[src/rtl/branch_resolver_pkg.sv]
package branch_resolver_pkg;
    localparam int OP_W   = 8;
    localparam int ADDR_W = 16;
    localparam int CYC_W  = 3;

    typedef enum logic [1:0] {
        ST_IDLE = 2'd0,
        ST_CALC = 2'd1,
        ST_DONE = 2'd2
    } fsm_state_t;

    typedef enum logic [1:0] {
        SEL_N = 2'b00,
        SEL_V = 2'b01,
        SEL_C = 2'b10,
        SEL_Z = 2'b11
    } flag_sel_t;
endpackage

[src/rtl/branch_cond_eval.sv]
module branch_cond_eval
    import branch_resolver_pkg::*;
#(
    parameter int OPW = OP_W
) (
    input  logic [OPW-1:0] op,
    input  logic           fn,
    input  logic           fv,
    input  logic           fc,
    input  logic           fz,
    output logic           is_branch,
    output logic           cond_true
);
    flag_sel_t sel;
    logic      picked;

    // Bits 4:0 of a branch opcode read 10000.
    assign is_branch = (op[4:0] == 5'b10000);
    assign sel       = flag_sel_t'(op[OPW-1 -: 2]);

    always_comb begin
        unique case (sel)
            SEL_N: picked = fn;
            SEL_V: picked = fv;
            SEL_C: picked = fc;
            SEL_Z: picked = fz;
        endcase
    end

    // Bit 5 holds the flag value that takes the branch.
    assign cond_true = is_branch && (picked == op[5]);
endmodule

[src/rtl/branch_target_calc.sv]
module branch_target_calc #(
    parameter int AW = 16,
    parameter int DW = 8
) (
    input  logic [AW-1:0] base,
    input  logic [DW-1:0] offs,
    output logic [AW-1:0] fall_thru,
    output logic [AW-1:0] target,
    output logic          page_cross
);
    localparam int PAGE_BITS = 8;
    localparam int HI_W      = AW - PAGE_BITS;

    logic [AW-1:0] offs_ext;

    assign offs_ext   = {{(AW-DW){offs[DW-1]}}, offs};
    assign fall_thru  = base + AW'(2);
    assign target     = fall_thru + offs_ext;
    assign page_cross = (target[AW-1 -: HI_W] != fall_thru[AW-1 -: HI_W]);
endmodule

[src/rtl/branch_resolver.sv]
module branch_resolver
    import branch_resolver_pkg::*;
#(
    parameter int OPW = OP_W,
    parameter int AW  = ADDR_W,
    parameter int CW  = CYC_W
) (
    input  logic           clk,
    input  logic           rst_n,
    input  logic           start,
    input  logic [OPW-1:0] opcode,
    input  logic [OPW-1:0] disp,
    input  logic [AW-1:0]  op_addr,
    input  logic           flag_n,
    input  logic           flag_v,
    input  logic           flag_c,
    input  logic           flag_z,
    output logic           busy,
    output logic           done,
    output logic           taken,
    output logic [AW-1:0]  next_pc,
    output logic [CW-1:0]  cycles,
    output logic           bad_op
);
    localparam logic [CW-1:0] CYC_BASE = CW'(2);

    fsm_state_t     state_q, state_d;
    logic [OPW-1:0] op_q, disp_q;
    logic [AW-1:0]  addr_q;
    logic [3:0]     flags_q;

    logic          is_br, cond_ok, crosses;
    logic [AW-1:0] ft_addr, tgt_addr;

    branch_cond_eval #(.OPW(OPW)) u_cond (
        .op        (op_q),
        .fn        (flags_q[3]),
        .fv        (flags_q[2]),
        .fc        (flags_q[1]),
        .fz        (flags_q[0]),
        .is_branch (is_br),
        .cond_true (cond_ok)
    );

    branch_target_calc #(.AW(AW), .DW(OPW)) u_tgt (
        .base       (addr_q),
        .offs       (disp_q),
        .fall_thru  (ft_addr),
        .target     (tgt_addr),
        .page_cross (crosses)
    );

    // Next-state logic.
    always_comb begin
        state_d = state_q;
        unique case (state_q)
            ST_IDLE: if (start) state_d = ST_CALC;   // accept
            ST_CALC: state_d = ST_DONE;              // resolve
            ST_DONE: state_d = ST_IDLE;              // release
            default: state_d = ST_IDLE;
        endcase
    end

    // State register.
    always_ff @(posedge clk or negedge rst_n) begin
        if (!rst_n) state_q <= ST_IDLE;
        else        state_q <= state_d;
    end

    // Operand capture.
    always_ff @(posedge clk or negedge rst_n) begin
        if (!rst_n) begin
            op_q    <= '0;
            disp_q  <= '0;
            addr_q  <= '0;
            flags_q <= '0;
        end else if (state_q == ST_IDLE && start) begin
            op_q    <= opcode;
            disp_q  <= disp;
            addr_q  <= op_addr;
            flags_q <= {flag_n, flag_v, flag_c, flag_z};
        end
    end

    // Output registers.
    always_ff @(posedge clk or negedge rst_n) begin
        if (!rst_n) begin
            done    <= 1'b0;
            taken   <= 1'b0;
            next_pc <= '0;
            cycles  <= '0;
            bad_op  <= 1'b0;
        end else begin
            done <= (state_q == ST_CALC);
            if (state_q == ST_CALC) begin
                taken   <= cond_ok;
                bad_op  <= !is_br;
                next_pc <= cond_ok ? tgt_addr : ft_addr;
                cycles  <= CYC_BASE + CW'(cond_ok) + CW'(cond_ok && crosses);
            end
        end
    end

    assign busy = (state_q != ST_IDLE);

    AST_DONE_ONE_CYCLE: assert property (@(posedge clk) disable iff (!rst_n)
        done |=> !done);
    AST_ACCEPT_TO_DONE: assert property (@(posedge clk) disable iff (!rst_n)
        (start && !busy) |=> ##1 done);
    AST_NOT_TAKEN_COST: assert property (@(posedge clk) disable iff (!rst_n)
        (done && !taken) |-> (cycles == CYC_BASE));
    AST_TAKEN_COST: assert property (@(posedge clk) disable iff (!rst_n)
        (done && taken) |-> (cycles == CW'(3) || cycles == CW'(4)));
    AST_BAD_NEVER_TAKEN: assert property (@(posedge clk) disable iff (!rst_n)
        (done && bad_op) |-> !taken);
    AST_RESULT_HOLD: assert property (@(posedge clk) disable iff (!rst_n)
        (!$rose(done) && !done) |-> $stable(next_pc));
endmodule

[config.mk]
export PLATFORM = sky130hd
export DESIGN_NAME = branch_resolver
export DESIGN_NICKNAME = d
export VERILOG_FILES = /design/src/rtl/branch_resolver_pkg.sv /design/src/rtl/branch_cond_eval.sv /design/src/rtl/branch_target_calc.sv /design/src/rtl/branch_resolver.sv
export SDC_FILE = /design/constraint.sdc
export NUM_CORES = 1
export LEC_CHECK = 0
export ABC_AREA = 1
export ABC_CLOCK_PERIOD_IN_PS = 4700
export CAP_MARGIN = 20
export CORE_MARGIN = 4
export CORE_UTILIZATION = 40
export DETAILED_ROUTE_END_ITERATION = 16
export DONT_BUFFER_PORTS = 1
export PLACE_DENSITY_LB_ADDON = 0.1
export SYNTH_ARGS = -nofsm -noshare
export SYNTH_HDL_FRONTEND = slang
export SYNTH_SLANG_ARGS = --single-unit
[constraint.sdc]
create_clock -name clk -period 4.7 [get_ports clk]
set_input_delay 1.175 -clock clk [delete_from_list [all_inputs] [get_ports clk]]
set_output_delay 1.175 -clock clk [all_outputs]
set_load 0.02 [all_outputs]
==> metrics.csv, run 1 <==
stage;metric;value;unit
outcome;outcome;complete, no violations;
global_routing;gr-usage-all-layers;18.5;%
floorplanning;dieArea;11100;um2
place;dp_hpwl;7600;um
floorplanning;num_io_pins;62;
synth;yosysMostFrequentCell;nand2_1;
global_routing;grt_pass1_vias;3385;
synth;synth_flop_cell;dfrtp_1;
layout;drive_gt1_share;8.88;%
synth;synth_cell_types;33;
synth;synthArstFlopShare;100;%
synth;synth_top_family_by_area;simple AND/OR/NAND/NOR gates;
sta;slew_headroom;68.6;%
clock_network;numCtsBuffers;9;
route;drc;0;
synth;synth_common_cells;216 x nand2_1, 60 x dfrtp_1, 54 x inv_1;
hold_path;whs_path_depth;1;
clock_network;cts.sinks;60;
sta;fmax;0.325;GHz
sta;finalClockSkew;0.0157;ns
floorplanning;coreArea;9240;um2
clock_network;post_cts_buffers;0;
synth;synth_area_leaders;dfrtp_1 39%, nand2_1 21%, ha_1 5.6%;
sta;tightest_slew;0.471;ns
clock_network;cts_tree;built;
clock_network;cts-hold-fix-buffers;0;
run;maxCapViolCount;0;
route;drt_iter0_drc;171;
clock_network;clk_pin_slew;0.08;ns
synth;synthMuxAreaShare;0;%
clock_network;cts_buffer_depth;2;
route;via_per_inst;4.86;
sta;finalSetupViolations;0;
hold_path;hp-class;reg -> reg;
global_routing;antenna_found_initial;0;
route;drtAntennaViolNets;0;
sta;period_minus_slack;3.08;ns
clock_network;ctsResizeCount;0;
synth;yosysWarnings;0;
synth;syn-cell-area;3810;um2
critical_path;start_kind;register;
critical_path;critPathMaxFanout;5;
floorplanning;die_w;106;um
synth;synth_compound_area_share;7.59;%
synth;avgSynthCellArea;7.03;um2
route;drtPass1Iterations;5;
synth;synth_seq_area_share;39.4;%
synth;synth_edf_count;0;
global_routing;grt_max_degree;61;
layout;fin_util;45.0;%
layout;area_delta_synth_final;9.17;%
clock_network;clk-insertion-delay-late;0.35;ns
pwr;power_density;559;nW/um2
route;drt-total-wl;9790;um
place;gp_congestion;0.955;
layout;n_fill_cell;973;
synth;syn_inst;542;
critical_path;critPathRequiredTime;4.93;ns
synth;ys_seq_elements;60;
place;port_buffers;0;
floorplanning;chipHeight;106;um
sta;slew_violations;0;
pwr;power_leakage;0.00218;uW
layout;antenna_cells;0;
critical_path;path_class;reg -> reg;
pwr;max-vdd-ir-drop;191;uV
synth;synth_xor_xnor_area_share;3.42;%
synth;synth_largest_area_cell;dfrtp_1;
synth;synth_fa_ha_area_share;6.11;%
sta;rsz0062_at_grt;no;
floorplanning;fp-row-count;35;
critical_path;crit_arrival;3.31;ns
route;wl_per_cell;14.4;um
sta;hold_viol;0;
critical_path;reg2reg_depth;20;
clock_network;cts_root_buffer;clkbuf_8;
global_routing;grt_pass1_wl;16500;um
critical_path;cp-end-kind;register;
floorplanning;start_util;41.2;%
clock_network;htreeDepth;3;
global_routing;overflow;0;
layout;layout.nets;604;
synth;synth-simple-area-share;35.7;%
synth;synth.top_cell.area_share;39.4;%
route;vias;3312;
synth;syn_nets;599;
sta;finalCritPeriodShare;65.5;%
sta;tns;0;ns
worst max-delay path, stage by stage, from the launching register on:
cell     delay, ns
dfrtp_1       0.39
ha_1          0.27
nand2_1       0.09
nor2_1        0.21
nand2_1       0.10
xor2_1        0.22
inv_1         0.10
ha_1          0.36
nand2_1       0.13
nor2_1        0.17
nand3_1       0.19
nand3_1       0.14
nand2_1       0.08
nand3_1       0.07
nand2_1       0.06
inv_1         0.05
nand2_1       0.06
nor2_2        0.09
nand2_2       0.09
nand2_1       0.06
nand2_1       0.05
path summary, 6_finish.rpt:
path                       startpoint     endpoint  slack [ns]
max                         addr_q[2]    cycles[2]        1.62
min                        state_q[1]   state_q[1]        0.45
max reg2reg                 addr_q[2]    cycles[2]        1.62
min reg2reg                state_q[1]   state_q[1]        0.45
max in group asynchronous       rst_n  next_pc[15]        4.06
min in group asynchronous       rst_n   state_q[1]        0.51
cells in the final DEF (no fill, tap or decap), types with 4 or more instances in the layout:
master	n
clkbuf_8	9
nor2_1	33
inv_1	54
nand4_1	10
xnor2_1	5
nand3_1	39
xor2_1	8
ha_1	17
o221ai_1	4
dfrtp_1	60
o22ai_1	4
nor2_2	5
inv_2	13
nor3_1	4
nand2_1	216
a21oi_1	15
nand2_2	4
o21ai_0	22
power breakdown:
group,internal [uW],switching [uW],total (uW)
Combinational,347,619,965
Sequential,663,221,883
Clock,249,225,475
Total,1260,1060,2320
through the flow:
| stage | setup slack (ns) | hold WS [ns] | total power (uW) | instance area (um2) | instances |
|---|---|---|---|---|---|
| final | 1.62 | 0.447 | 2320 | 4160 | 681 |
| after global routing | 1.36 | 0.483 | 2520 | 4160 | 681 |
| after CTS | 1.63 | 0.455 | 2340 | 4160 | 681 |
| after detailed placement | 1.66 | 0.442 | 1860 | 3960 | 665 |
| after global placement | 1.75 | 0.443 | 1850 | 3960 | 665 |
| after floorplan | 2.04 | 0.424 | 1620 | 3810 | 542 |
layer usage:
metal | vias up | track usage (%) | wire length [um]
li1 | 1725 | - | -
met1 | 1500 | 24.0 | 4630
met2 | 77 | 30.4 | 4470
met3 | 10 | 5.08 | 557
met4 | 0 | 5.37 | 129
met5 | - | 0 | 0
logic make-up after synthesis:
group,Yosys count
AND/OR/NAND/NOR,321
buffers and inverters,78
flip-flops,60
AO/OA/AOI/OAI,51
adder cells (fa/ha/maj),18
XOR/XNOR,14
sequential cells by signal, indices dropped and copies added (netlist names):
signal	cells
addr_q	16
bad_op	1
cycles	3
disp_q	8
done	1
flags_q	4
next_pc	16
op_q	8
state_q	2
taken	1
area by class of cell:
| cell class | instances | area [um2] | share of cell area (%) |
|---|---|---|---|
| Clock inverter | 6 | 72.6 | 1.75 |
| Sequential cell | 60 | 1500 | 36.1 |
| Tap cell | 129 | 161 | 3.88 |
| Multi-Input combinational cell | 404 | 2010 | 48.4 |
| Timing Repair Buffer | 3 | 22.5 | 0.542 |
| Clock buffer | 10 | 128 | 3.07 |
| Inverter | 69 | 259 | 6.23 |
Power figures use the tool's default switching activity.
==> run 2: changes to the inputs <==
--- a/config.mk
+++ b/config.mk
@@ -6,7 +6,7 @@
 export NUM_CORES = 1
 export LEC_CHECK = 0
 export ABC_AREA = 1
-export ABC_CLOCK_PERIOD_IN_PS = 4700
+export ABC_CLOCK_PERIOD_IN_PS = 3160
 export CAP_MARGIN = 20
 export CORE_MARGIN = 4
 export CORE_UTILIZATION = 40
==> constraint.sdc (replaced) <==
create_clock -name clk -period 3.16 [get_ports clk]
set_input_delay 0.79 -clock clk [delete_from_list [all_inputs] [get_ports clk]]
set_output_delay 0.79 -clock clk [all_outputs]
set_load 0.02 [all_outputs]
==> metrics.csv, run 2 (synthesis results as in run 1) <==
stage;metric;value;unit
floorplanning;fp-row-count;35;
route;drt-total-wl;9900;um
pwr;power_leakage;0.00219;uW
sta;slew_headroom;62.0;%
floorplanning;chipHeight;106;um
place;port_buffers;0;
layout;layout.nets;604;
floorplanning;start_util;41.2;%
clock_network;cts.sinks;60;
critical_path;critPathMaxFanout;5;
layout;drive_gt1_share;9.96;%
global_routing;overflow;0;
route;vias;3379;
sta;finalSetupViolations;0;
sta;hold_viol;0;
route;drtPass1Iterations;4;
sta;period_minus_slack;2.85;ns
clock_network;cts_buffer_depth;2;
place;place_worst_setup_slack;0.139;ns
route;drt_iter0_drc;152;
outcome;outcome;complete, no violations;
sta;fmax;0.351;GHz
sta;tns;0;ns
pwr;max-vdd-ir-drop;293;uV
clock_network;numCtsBuffers;9;
run;maxCapViolCount;0;
floorplanning;dieArea;11100;um2
layout;layout_common_cells;216 x nand2_1, 60 x dfrtp_1, 54 x inv_1, 39 x nand3_1, 32 x nor2_1;
floorplanning;coreArea;9240;um2
critical_path;path_class;reg -> reg;
global_routing;grt_pass1_vias;3241;
route;drc;0;
route;wl_per_cell;14.5;um
route;via_per_inst;4.96;
global_routing;grt_pass1_wl;16600;um
floorplanning;die_w;106;um
clock_network;cts_tree;built;
place;dp_hpwl;7600;um
layout;fin_util;45.6;%
layout;final_common_cell;nand2_1;
place;gp_congestion;0.978;
sta;fin_ws;0.310;ns
sta;finalCritPeriodShare;90.2;%
global_routing;antenna_found_initial;0;
clock_network;clk_pin_slew;0.08;ns
sta;finalClockSkew;0.0151;ns
critical_path;start_kind;register;
route;drtAntennaViolNets;0;
critical_path;critPathRequiredTime;3.38;ns
clock_network;post_cts_buffers;0;
floorplanning;num_io_pins;62;
layout;area_delta_synth_final;10.5;%
clock_network;clk-insertion-delay-late;0.34;ns
sta;rsz0062_at_grt;no;
clock_network;cts_root_buffer;clkbuf_8;
sta;slew_violations;0;
hold_path;hp-class;in -> async;
sta;tightest_slew;0.567;ns
layout;antenna_cells;0;
clock_network;htreeDepth;3;
critical_path;crit_arrival;3.07;ns
critical_path;cp-end-kind;register;
global_routing;grt_max_degree;61;
layout;reg_top3;addr_q (16), next_pc (16);
clock_network;cts-hold-fix-buffers;0;
global_routing;gr-usage-all-layers;18.7;%
pwr;power_density;837;nW/um2
==> run 2: changes by cell type in the layout (fill, tap and decap cells not counted), moves of 2 or more <==
| cell | change |
|---|---|
| clkbuf_8 | +2 |
| xor2_2 | +2 |
| xor2_1 | -2 |
| ha_1 | -2 |
| clkinv_4 | -3 |
| ha_4 | +2 |
==> run 2: cell type report <==
cell class                      instances  area, um2
Clock inverter                          5       58.8
Clock buffer                           11        151
Timing Repair Buffer                    3       22.5
Inverter                               69        259
Multi-Input combinational cell        404       2060
Fill cell                             926       5030
Tap cell                              129        161
Sequential cell                        60       1500
==> run 2: routing by layer <==
metal  vias up  share of wire [%]  GRT usage (%)
met5         -                  0              0
met4         0                2.1           5.92
met3        15                5.4           4.59
met2        92                 46           29.1
met1      1549                 47           25.6
li1       1723                  -              -
==> run 2: final timing paths <==
kind	cells after the start	from	to	slack [ns]
setup / recovery	20	addr_q[1]	cycles[2]	0.31
hold / removal	0	rst_n	next_pc[8]	0.14
min in group clk	1	state_q[1]	state_q[1]	0.47
setup reg to reg	20	addr_q[1]	cycles[2]	0.31
hold reg to reg	1	state_q[1]	state_q[1]	0.47
max in group asynchronous	0	rst_n	next_pc[15]	2.88
==> run 2: critical path, cell delays in order (launching register included) <==
cell	delay, ns
dfrtp_1	0.43
ha_4	0.19
nand2_1	0.08
nor2_2	0.15
nand2_1	0.11
xor2_2	0.17
inv_1	0.11
ha_4	0.30
nand2_1	0.10
nor2_1	0.16
nand3_1	0.18
nand3_1	0.14
nand2_1	0.08
nand3_1	0.08
nand2_1	0.05
inv_1	0.04
nand2_1	0.05
nor2_2	0.11
nand2_2	0.09
nand2_1	0.06
nand2_1	0.05
==> run 2: what timing repair did <==
action	CTS	global route
resized for setup	0	6
hold endpoints to repair	0	0
endpoints found under the setup margin	0	4
==> run 2: power breakdown <==
group	leakage, uW	internal (uW)	switching (uW)
combinational	0.00135	533	922
sequential	0.000737	985	339
clock	0.000102	409	335
==> run 2: metrics by stage <==
stage | hold WS [ns] | power, uW | instance area [um2] | instances
after floorplan | 0.424 | 2410 | 3810 | 542
final | 0.137 | 3520 | 4210 | 681
after global placement | 0.440 | 2760 | 3960 | 665
after global routing | 0.113 | 3850 | 4210 | 681
after detailed placement | 0.454 | 2760 | 3960 | 665
after CTS | 0.126 | 3520 | 4170 | 681
==> run 3: changes to the inputs <==
--- a/config.mk
+++ b/config.mk
@@ -6,7 +6,7 @@
 export NUM_CORES = 1
 export LEC_CHECK = 0
 export ABC_AREA = 1
-export ABC_CLOCK_PERIOD_IN_PS = 3160
+export ABC_CLOCK_PERIOD_IN_PS = 3300
 export CAP_MARGIN = 20
 export CORE_MARGIN = 4
 export CORE_UTILIZATION = 40
==> constraint.sdc (replaced) <==
create_clock -name clk -period 3.3 [get_ports clk]
set_input_delay 0.825 -clock clk [delete_from_list [all_inputs] [get_ports clk]]
set_output_delay 0.825 -clock clk [all_outputs]
set_load 0.02 [all_outputs]
==> metrics.csv, run 3 (synthesis results as in run 1) <==
stage;metric;value;unit
sta;period_minus_slack;2.96;ns
layout;layout_common_cells;216 x nand2_1, 60 x dfrtp_1, 54 x inv_1, 39 x nand3_1, 32 x nor2_1;
floorplanning;chipHeight;106;um
critical_path;start_kind;register;
floorplanning;dieArea;11100;um2
floorplanning;coreArea;9240;um2
clock_network;cts.sinks;60;
critical_path;worstReg2RegStart;addr_q[1];
global_routing;grt_pass1_wl;16700;um
route;via_per_inst;4.87;
clock_network;post_cts_buffers;0;
sta;finalSetupViolations;0;
floorplanning;start_util;41.2;%
sta;slew_violations;0;
clock_network;numCtsBuffers;9;
critical_path;critPathMaxFanout;5;
global_routing;grt_max_degree;61;
pwr;power;3230;uW
sta;finalCritPeriodShare;89.7;%
global_routing;gr-usage-all-layers;18.9;%
place;port_buffers;0;
route;wl_per_cell;14.5;um
place;gp_congestion;0.970;
floorplanning;num_io_pins;62;
sta;slew_headroom;68.0;%
global_routing;antenna_found_initial;0;
layout;drive_gt1_share;9.44;%
hold_path;hp-class;in -> async;
place;dp.cells;665;
clock_network;cts_buffer_depth;2;
sta;hold_viol;0;
layout;layout.nets;604;
sta;fmax;0.338;GHz
route;vias;3312;
clock_network;htreeDepth;3;
pwr;power_leakage;0.00216;uW
global_routing;overflow;0;
layout;antenna_cells;0;
route;drtAntennaViolNets;0;
sta;tns;0;ns
route;drt_iter0_drc;187;
sta;rsz0062_at_grt;no;
pwr;power_density;781;nW/um2
route;drc;0;
layout;area_delta_synth_final;8.57;%
clock_network;cts_tree;built;
layout;regArea;1500;um2
clock_network;cts_root_buffer;clkbuf_8;
outcome;outcome;complete, no violations;
layout;final_common_cell;nand2_1;
clock_network;clk-insertion-delay-late;0.35;ns
critical_path;path_class;reg -> reg;
sta;finalClockSkew;0.0130;ns
layout;reg_top3;addr_q (16), next_pc (16);
layout;n_fill_cell;992;
run;maxCapViolCount;0;
critical_path;cp-end-kind;register;
route;drt-total-wl;9840;um
floorplanning;fp-row-count;35;
route;drtPass1Iterations;4;
critical_path;crit_arrival;3.19;ns
place;dp_hpwl;7560;um
critical_path;critPathRequiredTime;3.53;ns
critical_path;crit_path_start;addr_q[1];
clock_network;ctsResizeCount;0;
layout;multi_input_area;2030;um2
floorplanning;die_w;106;um
global_routing;grt_pass1_vias;3315;
layout;finalNonFillerCells;680;
pwr;max-vdd-ir-drop;250;uV
sta;tightest_slew;0.481;ns
clock_network;cts-hold-fix-buffers;0;
clock_network;clk_pin_slew;0.08;ns
[run 3: worst max-delay path, cell delays in order (launching register included)]
cell and delay (ns):
dfrtp_1 0.39, ha_2 0.24, nand2_1 0.09, nor2_2 0.16
nand2_1 0.11, xor2_2 0.18, inv_1 0.08, ha_1 0.36
nand2_1 0.12, nor2_1 0.16, nand3_1 0.19, nand3_1 0.14
nand2_1 0.08, nand3_1 0.08, nand2_1 0.06, inv_1 0.05
nand2_1 0.06, nor2_2 0.11, nand2_2 0.09, nand2_1 0.06
nand2_1 0.05
[run 3: worst paths after layout]
kind                          endpoint  slack [ns]  depth (start not counted)
setup / recovery             cycles[2]        0.34                         20
hold / removal               disp_q[6]        0.16                          0
setup reg to reg             cycles[2]        0.34                         20
hold reg to reg             state_q[1]        0.45                          1
max in group asynchronous  next_pc[14]        3.00                          0
min in group clk            state_q[1]        0.45                          1
[run 3: layout make-up]
type	count	share of cell area [%]
repair buffers	3	0.545
well taps	129	3.90
multi-input cells	404	49.0
clock inverters	6	0.998
clock buffers	9	3.00
flip-flops and latches	60	36.3
inverters	69	6.26
[run 3: metrics by stage]
step	cell area [um2]	setup slack [ns]	hold slack, ns	utilization (%)
6_report	4140	0.340	0.161	44.8
5_1_grt	4140	0.0158	0.127	44.8
4_1_cts	4120	0.224	0.143	44.6
3_5_place_dp	3960	0.232	0.450	42.8
3_3_place_gp	3960	0.340	0.439	42.8
2_1_floorplan	3810	0.643	0.424	-
[run 3: power breakdown]
group / internal (uW) / switching, uW
Sequential: 944 / 318
Combinational: 495 / 885
Clock: 267 / 319
Total: 1710 / 1520
[run 3: routing by layer]
| metal | up-vias | GRT usage, % | share of wire (%) |
|---|---|---|---|
| li1 | 1732 | - | - |
| met3 | 10 | 4.47 | 4.4 |
| met2 | 62 | 29.8 | 46 |
| met1 | 1508 | 25.9 | 49 |
| met5 | - | 0 | 0 |
| met4 | 0 | 5.37 | 0.90 |
